## config.mk

```make
export PLATFORM = sky130hd
export DESIGN_NAME = hazard_fwd_unit
export DESIGN_NICKNAME = d
export VERILOG_FILES = /design/src/rtl/hazard_fwd_unit.sv
export SDC_FILE = /design/constraint.sdc
export NUM_CORES = 1
export LEC_CHECK = 0
export ABC_AREA = 1
export BUFFER_PORTS_ARGS = -buffer_cell sky130_fd_sc_hd__buf_2
export CORE_ASPECT_RATIO = 1.4
export CORE_MARGIN = 2
export CORE_UTILIZATION = 28
export DETAILED_ROUTE_END_ITERATION = 8
export GPL_TIMING_DRIVEN = 0
export SYNTH_ARGS = -nofsm -noshare
export SYNTH_HDL_FRONTEND = slang
export SYNTH_SLANG_ARGS = --single-unit
```

## constraint.sdc

```tcl
create_clock -name vclk -period 0.8
set_input_delay 0.04 -clock vclk [all_inputs]
set_output_delay 0.04 -clock vclk [all_outputs]
set_load 0.05 [all_outputs]
```

## src/rtl/hazard_fwd_unit.sv

```systemverilog
module hazard_fwd_unit #(
  parameter int REG_AW     = 5,
  parameter bit DELAY_SLOT = 1'b0
) (
  input  logic [REG_AW-1:0] id_src_a,
  input  logic [REG_AW-1:0] id_src_b,
  input  logic              id_branch_taken,
  input  logic              id_we,
  input  logic              id_mem_rd,
  input  logic              id_mem_wr,
  input  logic [REG_AW-1:0] ex_src_a,
  input  logic [REG_AW-1:0] ex_src_b,
  input  logic [REG_AW-1:0] ex_dst,
  input  logic              ex_is_load,
  input  logic [REG_AW-1:0] mem_dst,
  input  logic              mem_we,
  input  logic [REG_AW-1:0] wb_dst,
  input  logic              wb_we,
  output logic [1:0]        fwd_a,
  output logic [1:0]        fwd_b,
  output logic              id_wt_a,
  output logic              id_wt_b,
  output logic              stall,
  output logic              bubble,
  output logic              flush,
  output logic              nx_we,
  output logic              nx_mem_rd,
  output logic              nx_mem_wr
);

  localparam logic [1:0] SEL_RF  = 2'b00;
  localparam logic [1:0] SEL_WB  = 2'b01;
  localparam logic [1:0] SEL_MEM = 2'b10;

  logic mem_live, wb_live, ld_live, load_use;

  assign mem_live = mem_we && (mem_dst != '0);
  assign wb_live  = wb_we  && (wb_dst  != '0);
  assign ld_live  = ex_is_load && (ex_dst != '0);

  function automatic logic [1:0] pick(input logic [REG_AW-1:0] src);
    if (mem_live && (mem_dst == src))     return SEL_MEM;
    else if (wb_live && (wb_dst == src))  return SEL_WB;
    else                                  return SEL_RF;
  endfunction

  assign fwd_a = pick(ex_src_a);
  assign fwd_b = pick(ex_src_b);

  assign id_wt_a = wb_live && (wb_dst == id_src_a);
  assign id_wt_b = wb_live && (wb_dst == id_src_b);

  assign load_use = ld_live && ((ex_dst == id_src_a) || (ex_dst == id_src_b));

  generate
    if (DELAY_SLOT) begin : g_slot
      assign flush = 1'b0;
    end else begin : g_pnt
      assign flush = id_branch_taken;
    end
  endgenerate

  assign stall  = load_use && !flush;
  assign bubble = stall;

  assign nx_we     = id_we     && !bubble;
  assign nx_mem_rd = id_mem_rd && !bubble;
  assign nx_mem_wr = id_mem_wr && !bubble;

endmodule

```

# Word level (Yosys, flattened, before mapping)
# Cells that the tools add are included.
# classes
n_addsub,0
n_mul,0
div_mod_pow,0
order_cmp,0
n_eq_ne,8
shift,0
n_mux,4
bitwise_logic,0
n_reduce_logical,20
# op_table
cell,count
== test 5 bit,8
nonzero test 5 bit,3
logical AND 1 bit,14
two-way mux 2 bit,2
zero test 1 bit,2
two-way mux 1 bit,2
logical OR 1 bit,1
# word_totals
register_bits,0
latch_bits,0
mem_bits_rw,0
rom_bits,0
inputBits,42
out_inout_bits,12
wordCells,32
n_memories,0

# Longest topological paths before layout
# Gate-level depths: netlist of the first run.
# depth
ltp_word,6
mapped_depth,7
ltp_nobuf,7

# Worst setup path after synthesis of the first run
# OpenSTA, ideal clock, no wires.
# synth_timing
path_kind,in2out
from,input port wb_dst[0]
to,output port id_wt_a
t_arrival_ns,1.442
setup_slack_ns,-0.682
stages,4
path_buffers,1
cell_sequence,buf_6 -> xnor2_1 -> nand4_1 -> nor3_1
# synth_between
elab_chain_len,3
word_cells_on_any_way,4
# synth_lines
element,line,rtl
from (decl),17,"input logic [REG_AW-1:0] wb_dst,"
nonzero test 5 bit,38,assign wb_live = wb_we && (wb_dst != '0);
logical AND 1 bit,38,
logical AND 1 bit *,50,assign id_wt_a = wb_live && (wb_dst == id_src_a);
to (decl),21,"output logic id_wt_a,"
# Mark *: on every way between the ends. The rest lies on a longest branch, timed or not.

# Final worst setup path of the first run
# layout_timing
from,input port id_src_a[0]
to,output port stall
# layout_between
elab_chain_len,4
# layout_lines
element,line,rtl
from (decl),5,"input logic [REG_AW-1:0] id_src_a,"
== test 5 bit,53,assign load_use = ld_live && ((ex_dst == id_src_a) || (ex_dst == id_src_b));
logical OR 1 bit,53,
logical AND 1 bit,53,
logical AND 1 bit,63,assign stall = load_use && !flush;
to (decl),23,"output logic stall,"
# Every way passes these cells.

==> results.toml, run 1 <==
[worst_setup_path]
cp.arrival_ns = 0.98
cpMostUsedCell = "nor2_2"
cp_max_fo = 3
crit_path_end_kind = "primary output"
critical_path.cell_chain = "buf_12 > nor2_4 > nor2_2 > nor2_2 > nand3_2 > a21oi_4 > buf_6 > buf_8"
critPathBufInv = 3
cp_top_family = "simple AND/OR/NAND/NOR gates"
slowest_delay_ns = 0.19
critical_path_class = "in2out"
critPathRequiredTime_ns = 0.76
cp-start-kind = "input port"
crit_slowest_cell = "a21oi_4"

[sta]
period_share_pct = 127
hold_viol = 0
rsz0062_at_grt = "true"
fin_crit_ns = 1.02
slew_viol_final = 0
setup_slack_ns = -0.216
setup_viol = 11
timing.hold.ws_ns = 0.430
tightestPinTransition_ns = 0.286
relSlewSlack_pct = 80.9
fmax_mhz = 984
tns_ns = -1.61

[final_layout]
layoutNonFillerInstCount = 209
fill_cells = 204
final_nets = 217
nClkBuffers = 0
flops_and_latches = 0
fin_util_pct = 66.1
final_cell_mix = "nand2_1 (21), buf_6 (18), buf_2 (16)"
area_delta_synth_final_pct = 130
final_layout_size_suffix_gt1_share_pct = 68.2
final_common_cell = "nand2_1"
area.sequential_um2 = 0
antenna_cells = 0
final_cell_area_mm2 = 0.00169

[placed_design]
gp_congestion = 0.714
dp_cells = 207
place_ws_ns = -0.446
dpl_cell_area_mm2 = 0.00119
port_buffers = 49
hpwl_um = 1970

[power_and_ir_drop]
totalPowerFinal_mw = 0.969
power_density_mw_per_mm2 = 573
cellLeakagePower_nw = 0.791
ir_drop_mv = 0.303

[floorplanning]
die_h_um = 64.7
fp.dieW_um = 47.4
ios = 54
die-area_mm2 = 0.00306
initial_core_util_pct = 28.8
num_rows = 22
coreArea_mm2 = 0.00256

[clock_network]
postCtsHoldBufs = 0

[global_routing]
grt.total_usage_pct = 16.2
grt-ovfl-total = 0
grt_pass1_vias = 931
grt_pass1_wl_um = 3730
antenna_found_initial = 0
grt_max_degree = 6

[route]
dr.pass1.iters = 2
wirelength_um = 2710
drc = 0
vias_per_cell = 4.46
vias = 933
ant_nets = 0
drtIter0Drc = 9
wl_per_cell_um = 13.0

[min_path]
hp-class = "in2out"

[synthesis]
synth_xor_area_share_pct = 38.0
synth_cells = 122
synth.avg_cell_area_um2 = 6.04
synthAdderAreaFrac_pct = 0
synth_top_family_by_area = "simple AND/OR/NAND/NOR gates"
synth_seq_area_share_pct = 0
synthMuxAreaShare_pct = 0
synth_compound_area_share_pct = 4.41
synth_nets = 164
synth-warning-count = 0
syn_area_um2 = 737
ys_types = 19
synthSimpleGateAreaFrac_pct = 39.2

[outcome]
failed_checks = "negative setup slack"
status = "finished, violations left"

[job]
maxCapViolCount = 0
[Yosys cell counts, drive strengths merged]
master  count  area share [%]
nor3        5             5.4
nand3b      1             1.0
nand2      28              15
xnor2      24              29
nand4       3             2.5
o21ai       1             1.2
nand3       6             5.4
inv        17             8.7
nor2       18              10
xor2        8             9.5
a21oi       4             3.2
buf         7             9.7
[worst paths after layout]
| kind | startpoint | endpoint | slack (ns) | depth (start not counted) |
|---|---|---|---|---|
| worst max-delay path | id_src_a[0] | stall | -0.22 | 8 |
| worst min-delay path | id_we | nx_we | 0.43 | 4 |
[per-layer routing]
metal / vias to the layer above / wire (um) / global-route usage (%)
met5: - / 0 / 0
met3: 0 / 117 / 1.11
met1: 425 / 847 / 13.2
li1: 472 / - / -
met4: 0 / 0 / 2.43
met2: 36 / 1750 / 36.3
[tightest hold or removal path: stages]
cell     delay, ns
buf_2         0.09
inv_1         0.08
a21oi_4       0.03
buf_6         0.14
[power by group]
part           switching (mW)  total, mW  internal, mW
sequential                  0          0             0
clock                       0          0             0
combinational           0.469      0.969         0.499
total                   0.469      0.969         0.499
[kinds of logic after synthesis]
group | count (synthesis)
compound gates | 5
simple gates | 61
xor+xnor | 32
buf+inv | 24
[final cells by class]
class | count | area (um2) | share of cell area (%)
Multi-Input combinational cell | 98 | 967 | 57.2
Buffer | 7 | 93.8 | 5.55
Tap cell | 36 | 45.0 | 2.66
Inverter | 17 | 63.8 | 3.77
Timing Repair Buffer | 51 | 522 | 30.8
[repair_timing]
| item | CTS | global route |
|---|---|---|
| pin swaps | 33 | 27 |
| endpoints found under the setup margin | 11 | 11 |
| resized for setup | 80 | 36 |
| buffers inserted | 1 | 1 |
Note: power is estimated with default switching activity, not from simulation.
==> run 2: changes to the inputs <==
--- a/config.mk
+++ b/config.mk
@@ -7,11 +7,14 @@
 export LEC_CHECK = 0
 export ABC_AREA = 1
 export BUFFER_PORTS_ARGS = -buffer_cell sky130_fd_sc_hd__buf_2
+export CELL_PAD_IN_SITES_DETAIL_PLACEMENT = 0
+export CELL_PAD_IN_SITES_GLOBAL_PLACEMENT = 1
 export CORE_ASPECT_RATIO = 1.4
 export CORE_MARGIN = 2
-export CORE_UTILIZATION = 28
+export CORE_UTILIZATION = 24
 export DETAILED_ROUTE_END_ITERATION = 8
 export GPL_TIMING_DRIVEN = 0
+export PLACE_DENSITY_LB_ADDON = 0.1
 export SYNTH_ARGS = -nofsm -noshare
 export SYNTH_HDL_FRONTEND = slang
 export SYNTH_SLANG_ARGS = --single-unit
==> results.toml, run 2 (synthesis gave the netlist of run 1 again) <==
[global_routing]
grt_pass1_wl_um = 3900
grt.total_usage_pct = 13.9
grt_max_degree = 6
grt-ovfl-total = 0
antenna_found_initial = 0
grt_pass1_vias = 896

[power_and_ir_drop]
netSwitchingPower_mw = 0.454
totalPowerFinal_mw = 0.916
power_frac_seq_pct = 0
comb_power_share_pct = 100.0
p_int_mw = 0.461
swShare_pct = 49.6
ir_drop_mv = 0.244
cellLeakagePower_nw = 0.768
power_density_mw_per_mm2 = 567
p_clk_share_pct = 0

[outcome]
status = "finished, violations left"
failed_checks = "negative setup slack"

[final_layout]
final_cell_mix = "buf_6 (23), nand2_1 (21), buf_2 (18)"
fill_cells = 293
nClkBuffers = 0
final_nets = 216
antenna_cells = 0
area_delta_synth_final_pct = 119
area.sequential_um2 = 0
final_layout_size_suffix_gt1_share_pct = 67.4
multi_input_area_um2 = 953
flops_and_latches = 0
final_common_cell = "buf_6"

[sta]
period_share_pct = 128
fin_crit_ns = 1.02
rsz0062_at_grt = "true"
tns_ns = -1.42
slew_viol_final = 0
tightestPinTransition_ns = 0.319
fmax_mhz = 977
setup_viol = 11
hold_viol = 0
setup_slack_ns = -0.223
relSlewSlack_pct = 78.7

[route]
drc = 0
vias_per_cell = 4.22
vias = 881
wl_per_cell_um = 11.8
dr.pass1.iters = 4
ant_nets = 0
wirelength_um = 2470
drtIter0Drc = 5

[placed_design]
place_ws_ns = -0.439
port_buffers = 49
gp_congestion = 0.722
hpwl_um = 2050

[worst_setup_path]
cp-start-kind = "input port"
critPathRequiredTime_ns = 0.76
startpoint = "ex_dst[0]"
cp.arrival_ns = 0.98
crit_path_end_kind = "primary output"
critical_path_class = "in2out"
cp_max_fo = 5

[floorplanning]
ios = 54
fp.dieW_um = 50.8
die-area_mm2 = 0.00354
coreArea_mm2 = 0.00291
die_h_um = 69.6
num_rows = 23
initial_core_util_pct = 25.4

[job]
maxCapViolCount = 0

[min_path]
hp-class = "in2out"
hold_start = "id_mem_wr"
-- run 2: cell types whose count changed in the layout (fill, tap and decap cells not counted), sizes merged --
cell / change
buf: -1
-- run 2: power groups by stage --
stage | Sequential (mW) | Clock [mW] | Combinational [mW]
after floorplan | 0 | 0 | 0.454
after global placement | 0 | 0 | 0.674
after detailed placement | 0 | 0 | 0.680
after CTS | 0 | 0 | 0.862
after global routing | 0 | 0 | 0.978
final | 0 | 0 | 0.916
-- run 2: cell type report --
class                           count  share of cell area [%]
Buffer                              7                    5.65
Inverter                           17                    3.95
Multi-Input combinational cell     98                    59.0
Tap cell                           37                    2.87
Timing Repair Buffer               50                    28.5
-- run 2: final timing paths --
| kind | depth (start not counted) | slack, ns | endpoint |
|---|---|---|---|
| min | 4 | 0.43 | nx_mem_wr |
| max | 8 | -0.22 | stall |
-- run 2: critical path, stage by stage --
cell     delay (ns)
buf_12         0.11
nor2_4         0.09
nor2_2         0.04
nor2_2         0.13
nand3_2        0.14
a21oi_4        0.18
buf_6          0.11
buf_8          0.13
-- run 2: repair_timing --
action,in CTS,in global routing
pin swaps,31,13
hold buffers,0,0
gates resized for setup,82,22
setup buffers,1,0
setup endpoints to repair,11,11
-- run 2: routing by layer --
metal / routed length, um / GRT usage, % / vias up
met4: 0 / 1.20 / 0
met1: 815 / 13.6 / 383
met2: 1550 / 30.6 / 31
met5: 0 / 0 / -
met3: 104 / 0.862 / 0
li1: - / - / 467
-- run 2: per-stage QoR --
stage,hold WS (ns),util [%],cells,area (um2)
floorplan,0.229,-,122,897
detailed placement,0.484,40.9,208,1190
global route,0.450,55.6,209,1620
CTS,0.431,52.4,209,1520
global placement,0.483,40.9,208,1190
finish,0.429,55.6,209,1620
